===== src/rtl/twr_pkg.sv =====
package twr_pkg;
  localparam int BYTE_W = 8;
  localparam int CNT_W  = $clog2(BYTE_W + 1);

  typedef enum logic [2:0] {
    ST_IDLE,
    ST_DEVADR,
    ST_POINTER,
    ST_WRDATA,
    ST_RDDATA,
    ST_RDACK
  } twr_state_e;
endpackage


===== src/rtl/twr_sync_edge.sv =====
module twr_sync_edge #(
  parameter int STAGES = 2
) (
  input  logic clk,
  input  logic rst_n,
  input  logic line_i,
  output logic level_o,
  output logic rise_o,
  output logic fall_o
);
  // STAGES flops of synchronizer plus one history flop for edge detection
  logic [STAGES:0] pipe_q;

  always_ff @(posedge clk or negedge rst_n) begin
    if (!rst_n) pipe_q <= '1;
    else        pipe_q <= {pipe_q[STAGES-1:0], line_i};
  end

  assign level_o = pipe_q[STAGES-1];
  assign rise_o  = pipe_q[STAGES-1] & ~pipe_q[STAGES];
  assign fall_o  = ~pipe_q[STAGES-1] & pipe_q[STAGES];
endmodule


===== src/rtl/twr_reg_file.sv =====
module twr_reg_file #(
  parameter int NREG = 16,
  localparam int IW  = $clog2(NREG)
) (
  input  logic               clk,
  input  logic               rst_n,
  input  logic               wr_en,
  input  logic [IW-1:0]      wr_idx,
  input  logic [7:0]         wr_data,
  input  logic [IW-1:0]      rd_idx,
  output logic [7:0]         rd_data,
  output logic [NREG*8-1:0]  regs_flat
);
  for (genvar g = 0; g < NREG; g++) begin : g_reg
    logic [7:0] q;
    always_ff @(posedge clk or negedge rst_n) begin
      if (!rst_n)                                 q <= '0;
      else if (wr_en && wr_idx == IW'(g))         q <= wr_data;
    end
    assign regs_flat[g*8 +: 8] = q;
  end

  assign rd_data = regs_flat[rd_idx*8 +: 8];
endmodule


===== src/rtl/twr_xfer_fsm.sv =====
module twr_xfer_fsm
  import twr_pkg::*;
#(
  parameter int          NREG     = 16,
  parameter logic [5:0]  DEV_HIGH = 6'b110000,
  localparam int         IW       = $clog2(NREG)
) (
  input  logic          clk,
  input  logic          rst_n,
  input  logic          scl_rise,
  input  logic          scl_fall,
  input  logic          sda_lvl,
  input  logic          start_det,
  input  logic          stop_det,
  input  logic          strap,
  input  logic [7:0]    rd_data,
  output logic [IW-1:0] rd_idx,
  output logic          wr_en,
  output logic [IW-1:0] wr_idx,
  output logic [7:0]    wr_data,
  output logic          sda_oe
);
  twr_state_e       state_q;
  logic [7:0]       shreg_q;
  logic [CNT_W-1:0] bitcnt_q;
  logic [IW-1:0]    ptr_q;
  logic             in_ack_q;
  logic             is_read_q;
  logic             more_q;
  logic             byte_full;
  logic             addr_hit;

  assign byte_full = (bitcnt_q == CNT_W'(BYTE_W));
  assign addr_hit  = (shreg_q[7:1] == {DEV_HIGH, strap});
  assign rd_idx    = ptr_q;

  always_ff @(posedge clk or negedge rst_n) begin
    if (!rst_n) begin
      state_q   <= ST_IDLE;
      shreg_q   <= '0;
      bitcnt_q  <= '0;
      ptr_q     <= '0;
      in_ack_q  <= 1'b0;
      is_read_q <= 1'b0;
      more_q    <= 1'b0;
      sda_oe    <= 1'b0;
      wr_en     <= 1'b0;
      wr_idx    <= '0;
      wr_data   <= '0;
    end else begin
      wr_en <= 1'b0;
      if (stop_det) begin
        state_q  <= ST_IDLE;
        sda_oe   <= 1'b0;
        in_ack_q <= 1'b0;
      end else if (start_det) begin
        state_q  <= ST_DEVADR;
        bitcnt_q <= '0;
        sda_oe   <= 1'b0;
        in_ack_q <= 1'b0;
      end else begin
        unique case (state_q)
          ST_DEVADR, ST_POINTER, ST_WRDATA: begin
            if (in_ack_q) begin
              if (scl_fall) begin
                sda_oe   <= 1'b0;
                in_ack_q <= 1'b0;
                bitcnt_q <= '0;
                if (state_q == ST_DEVADR) begin
                  if (is_read_q) begin
                    state_q <= ST_RDDATA;
                    shreg_q <= rd_data;
                    sda_oe  <= ~rd_data[7];
                  end else begin
                    state_q <= ST_POINTER;
                  end
                end else begin
                  state_q <= ST_WRDATA;
                end
              end
            end else if (scl_rise && !byte_full) begin
              shreg_q  <= {shreg_q[6:0], sda_lvl};
              bitcnt_q <= bitcnt_q + 1'b1;
            end else if (scl_fall && byte_full) begin
              if (state_q == ST_DEVADR) begin
                if (addr_hit) begin
                  is_read_q <= shreg_q[0];
                  sda_oe    <= 1'b1;
                  in_ack_q  <= 1'b1;
                end else begin
                  state_q <= ST_IDLE;
                end
              end else if (state_q == ST_POINTER) begin
                ptr_q    <= shreg_q[IW-1:0];
                sda_oe   <= 1'b1;
                in_ack_q <= 1'b1;
              end else begin
                wr_en    <= 1'b1;
                wr_idx   <= ptr_q;
                wr_data  <= shreg_q;
                ptr_q    <= ptr_q + 1'b1;
                sda_oe   <= 1'b1;
                in_ack_q <= 1'b1;
              end
            end
          end
          ST_RDDATA: begin
            if (scl_rise && !byte_full) begin
              bitcnt_q <= bitcnt_q + 1'b1;
            end else if (scl_fall) begin
              if (byte_full) begin
                sda_oe  <= 1'b0;
                ptr_q   <= ptr_q + 1'b1;
                state_q <= ST_RDACK;
              end else begin
                shreg_q <= {shreg_q[6:0], 1'b0};
                sda_oe  <= ~shreg_q[6];
              end
            end
          end
          ST_RDACK: begin
            if (scl_rise) begin
              more_q <= ~sda_lvl;
            end else if (scl_fall) begin
              if (more_q) begin
                shreg_q  <= rd_data;
                sda_oe   <= ~rd_data[7];
                bitcnt_q <= '0;
                state_q  <= ST_RDDATA;
              end else begin
                state_q <= ST_IDLE;
              end
            end
          end
          default: ;
        endcase
      end
    end
  end
endmodule


===== src/rtl/twr_regbank_slave.sv =====
module twr_regbank_slave #(
  parameter int          NREG        = 16,
  parameter int          SYNC_STAGES = 2,
  parameter logic [5:0]  DEV_HIGH    = 6'b110000,
  localparam int         IW          = $clog2(NREG)
) (
  input  logic              clk,
  input  logic              rst_n,
  input  logic              scl_i,
  input  logic              sda_i,
  input  logic              addr_strap,
  output logic              sda_oe,
  output logic [NREG*8-1:0] regs_flat
);
  logic scl_lvl, scl_rise, scl_fall;
  logic sda_lvl, sda_rise, sda_fall;
  logic start_det, stop_det;
  logic wr_en;
  logic [IW-1:0] wr_idx, rd_idx;
  logic [7:0]    wr_data, rd_data;

  twr_sync_edge #(.STAGES(SYNC_STAGES)) u_scl (
    .clk(clk), .rst_n(rst_n), .line_i(scl_i),
    .level_o(scl_lvl), .rise_o(scl_rise), .fall_o(scl_fall)
  );

  twr_sync_edge #(.STAGES(SYNC_STAGES)) u_sda (
    .clk(clk), .rst_n(rst_n), .line_i(sda_i),
    .level_o(sda_lvl), .rise_o(sda_rise), .fall_o(sda_fall)
  );

  // Bus conditions: data edge while clock is high
  assign start_det = scl_lvl & sda_fall;
  assign stop_det  = scl_lvl & sda_rise;

  twr_xfer_fsm #(.NREG(NREG), .DEV_HIGH(DEV_HIGH)) u_fsm (
    .clk(clk), .rst_n(rst_n),
    .scl_rise(scl_rise), .scl_fall(scl_fall), .sda_lvl(sda_lvl),
    .start_det(start_det), .stop_det(stop_det), .strap(addr_strap),
    .rd_data(rd_data), .rd_idx(rd_idx),
    .wr_en(wr_en), .wr_idx(wr_idx), .wr_data(wr_data),
    .sda_oe(sda_oe)
  );

  twr_reg_file #(.NREG(NREG)) u_regs (
    .clk(clk), .rst_n(rst_n),
    .wr_en(wr_en), .wr_idx(wr_idx), .wr_data(wr_data),
    .rd_idx(rd_idx), .rd_data(rd_data),
    .regs_flat(regs_flat)
  );
endmodule


===== config.mk =====
export PLATFORM = sky130hd
export DESIGN_NAME = twr_regbank_slave
export DESIGN_NICKNAME = d
export VERILOG_FILES = /design/src/rtl/twr_pkg.sv /design/src/rtl/twr_sync_edge.sv /design/src/rtl/twr_reg_file.sv /design/src/rtl/twr_xfer_fsm.sv /design/src/rtl/twr_regbank_slave.sv
export SDC_FILE = /design/constraint.sdc
export NUM_CORES = 1
export LEC_CHECK = 0
export BUFFER_PORTS_ARGS = -buffer_cell sky130_fd_sc_hd__buf_4
export CORE_ASPECT_RATIO = 2
export CORE_UTILIZATION = 30
export CTS_CLUSTER_SIZE = 24
export DETAILED_ROUTE_END_ITERATION = 10
export GPL_TIMING_DRIVEN = 1
export HOLD_SLACK_MARGIN = 0.03
export PLACE_DENSITY_LB_ADDON = 0.12
export SLEW_MARGIN = 20
export SYNTH_ARGS = -nofsm -noshare
export SYNTH_HDL_FRONTEND = slang
export SYNTH_HIERARCHICAL = 1
export SYNTH_SLANG_ARGS = --single-unit
export TNS_END_PERCENT = 100

===== constraint.sdc =====
create_clock -name clk -period 3.9 [get_ports clk]
set_clock_uncertainty 0.15 [all_clocks]
set_input_delay 0.585 -clock clk [delete_from_list [all_inputs] [get_ports clk]]
set_output_delay 0.585 -clock clk [all_outputs]
set_load 0.05 [all_outputs]

==> impl_results.md <==
* Status: complete, no violations
* Max Slew Vio Count at 0
* Via count at approximately 5500
* Min-delay worst type: input pin to flip-flop
* Final setup vio count at 0
* N_diodes at 0
* Clock transition at the registers of the reported paths at 0.07 ns
* Die ar. at 27740 µm²
* Total grt overflow at 0
* Hold Path Origin: sda_i
* Ys flop type: dfrtp_1
* Min cycle time layout at about 2.8 ns
* Slew headroom at 26.41%
* WL/cell at ~23 µm
* Sink Count at 170
* Fin. Hold Viols at 0
* Leakage at around 5 nW
* Final cell count without fillers at about 1100
* Fin nets at about 730
* Layout overhead on the synthesized area at 24.32%
* DIE WIDTH at ~120 µm
* Setup TNS at 0 ns
* Arr. time, crit path at between 3 and 4 ns
* Kind of critical path: flip-flop to flip-flop
* Synthesized flop and latch total at 170
* Total track usage at around a fifth
* Max Cap Violations at 0
* Worst r2r src: u_fsm/rd_idx[1]$_DFFE_PN0P_
* CORE AREA at between 20000 and 30000 µm²
* Num CTS Buffers at 17
* Detailed placer's ending HPWL at ~19 mm
* Vias in the first global route at about 6000
* Placed cells at ~1000
* Drt first pass iters at 4
* DR top layer: met4
* Die Ht at roughly 230 µm
* Syn_area_per_cell at 13.68 µm²
* Slew at the pin with the worst max-slew slack at between 1 and 1.5 ns
* RSZ-0062 raised after global routing: false
* Worst skew pair latency at between 0.4 and 0.5 ns
* Row cnt at 84
* Initial Util at about 31%
* Via density at roughly 5.1
* CTS H-tree depth at 4
* Routed WL at about 25 mm
* Fmax at 353.2 MHz
* Syn Nets at approximately 600
* Worst path required time at 4.08 ns
* Largest net degree at the start of global routing at 66
* Ports at about 130
* TritonCTS clock tree: built
* Crit share post-route at between 70 and 80%
* GP Congestion at between 0.8 and 0.9
* Critical Path Start: u_fsm/rd_idx[1]$_DFFE_PN0P_
* Root buffer cell: clkbuf_16
* WL met1 at about 9.3 mm
* Startpoint Class: flip-flop
* First-pass GRT wire length at roughly 39 mm
* Initial antenna violation count at 0
* Met3 wire length at 946 µm
* Synthesized area at around 8100 µm²
* Async S/R FF share, synth at 100.0%
* Routed length on met2 at 14.66 mm
* Port Buffers at roughly 130
* Power Total at between 4 and 5 mW
* DRC at 0
* Highest net fanout along the worst path at 20
* Final core occ at a little under two fifths
* Post-synth EDFFs at 0
* Max clock buf depth at 2
* Peak supply drop at about 0.00027 V
* Power Dens Cells at roughly 420 nW/µm²
* Synth cell types at between 60 and 70
* Initial drt markers at a little over 400
* Syn Inst Count at between 500 and 600
* CP endpoint kind: flip-flop
* Yosys warning total at 6
* Fraction of layout cells with a size suffix above 1 at between 40 and 50%
* ANT nets after route at 0
* Register area share after synthesis at a little over half
==> registers in the layout, indices dropped and copies added, names as in the netlist <==
name             count
u_fsm/bitcnt_q       4
u_fsm/wr_data        8
u_scl/pipe_q         3
u_fsm/rd_idx         4
u_fsm/sda_oe         1
u_fsm/wr_idx         4
u_fsm/is_read_q      1
u_sda/pipe_q         3
u_fsm/shreg_q        8
u_fsm/state_q        3
u_fsm/wr_en          1
u_fsm/in_ack_q       1
u_regs/g.q         128
u_fsm/more_q         1
==> synth_stat cells, types with 4 or more instances <==
| cell | number | area (µm²) |
|---|---|---|
| nand3b_1 | 4 | 30.03 |
| mux2_1 | 33 | 371.6 |
| and2_1 | 4 | 25.02 |
| nand2b_1 | 7 | 43.79 |
| o21ai_0 | 17 | 85.08 |
| nor3_1 | 4 | 20.02 |
| clkbuf_1 | 18 | 67.56 |
| dfstp_2 | 6 | 157.7 |
| dfrtp_1 | 164 | 4104 |
| or3_1 | 6 | 37.54 |
| nand2_1 | 39 | 146.4 |
| buf_1 | 4 | 15.01 |
| a21oi_1 | 11 | 55.05 |
| inv_1 | 9 | 33.78 |
| nor2_2 | 11 | 68.82 |
| buf_2 | 11 | 55.05 |
| nand4_1 | 4 | 25.02 |
| mux4_2 | 32 | 720.7 |
| nand3_1 | 8 | 40.04 |
| mux2_2 | 119 | 1340 |
| a22oi_1 | 17 | 127.6 |
| nor2_1 | 8 | 30.03 |
| nor2b_1 | 7 | 43.79 |
==> worst paths after layout <==
| path | to | slack, ns | cells past startpoint |
|---|---|---|---|
| setup / recovery | u_fsm/shreg_q[0]$_DFFE_PN0P_ | 1.07 | 6 |
| hold / removal | u_sda/pipe_q[0]$_DFF_PN1_ | 0.1 | 1 |
| setup reg to reg | u_fsm/shreg_q[0]$_DFFE_PN0P_ | 1.07 | 6 |
| hold reg to reg | u_scl/pipe_q[1]$_DFF_PN1_ | 0.21 | 0 |
| max in group asynchronous | u_regs/g_reg[14].q[3]$_DFFE_PN0P_ | 2.06 | 3 |
| min in group asynchronous | u_fsm/bitcnt_q[1]$_DFFE_PN0P_ | 0.56 | 2 |
==> worst max-delay path: stages, from the launching register on <==
cell and delay (ns):
dfrtp_1 0.89, buf_4 0.43, mux4_2 0.35, a22oi_1 0.28, nand2_1 0.12, a32o_1 0.22
mux2_2 0.26
==> layer usage <==
layer,global-route usage (%),vias to the layer above
met2,37.11,138
li1,-,2463
met4,6.330,0
met1,20.58,2906
met5,0,-
met3,4.288,21
==> cells in the final DEF (no fill, tap or decap), types with 4 or more instances in the layout <==
master / Yosys / routed
mux2_1: 33 / 33
o21ai_0: 17 / 17
buf_4: 2 / 146
mux4_2: 32 / 32
nand3_1: 8 / 8
and2_1: 4 / 4
nand3b_1: 4 / 4
dfstp_2: 6 / 6
mux2_2: 119 / 119
or3_1: 6 / 6
inv_1: 9 / 9
nand4_1: 4 / 4
clkbuf_16: 0 / 17
a22oi_1: 17 / 17
nor2_2: 11 / 11
nand2_1: 39 / 39
dfrtp_1: 164 / 163
nor2_1: 8 / 8
nor2b_1: 7 / 7
inv_6: 0 / 7
a21oi_1: 11 / 11
nor3_1: 4 / 4
nand2b_1: 7 / 7
==> per-stage QoR <==
stage | worst slack, ns | instance area, µm² | hold WS (ns)
after global routing | 0.9357 | 10090 | 0.07462
final | 1.069 | 10090 | 0.09718
after global placement | 1.126 | 9499 | 0.2072
after CTS | 1.053 | 10090 | 0.07531
after detailed placement | 1.065 | 9499 | 0.2035
after floorplan | 1.510 | 8113 | 0.1394
==> layout make-up <==
type / count / area (µm²)
fillers: 2561 / 16290
clock buffers: 18 / 439.2
multi-input cells: 379 / 3665
flip-flops and latches: 170 / 4263
repair buffers: 148 / 1117
inverters: 9 / 33.78
well taps: 344 / 430.4
clock inverters: 14 / 137.6
==> report_power, final <==
part           leakage (nW)  internal, mW  switching (mW)
logic                  2.27         0.243           0.317
registers              2.33          1.84           0.151
clock network         0.279         0.911           0.769
==> what timing repair did <==
action	in CTS	in global routing
hold endpoints to repair	18	0
hold buffers	1	0
resized for setup	0	0
setup buffers	0	0
==> cell families after synthesis <==
family	Yosys count	synth area share (%)
mux	188	30.52
flops	170	52.53
simple gates	119	8.436
compound gates	68	5.645
buf+inv	44	2.298
fa+ha+maj	3	0.4627
xor+xnor	1	0.1080
(Power assumes the default switching activity.)
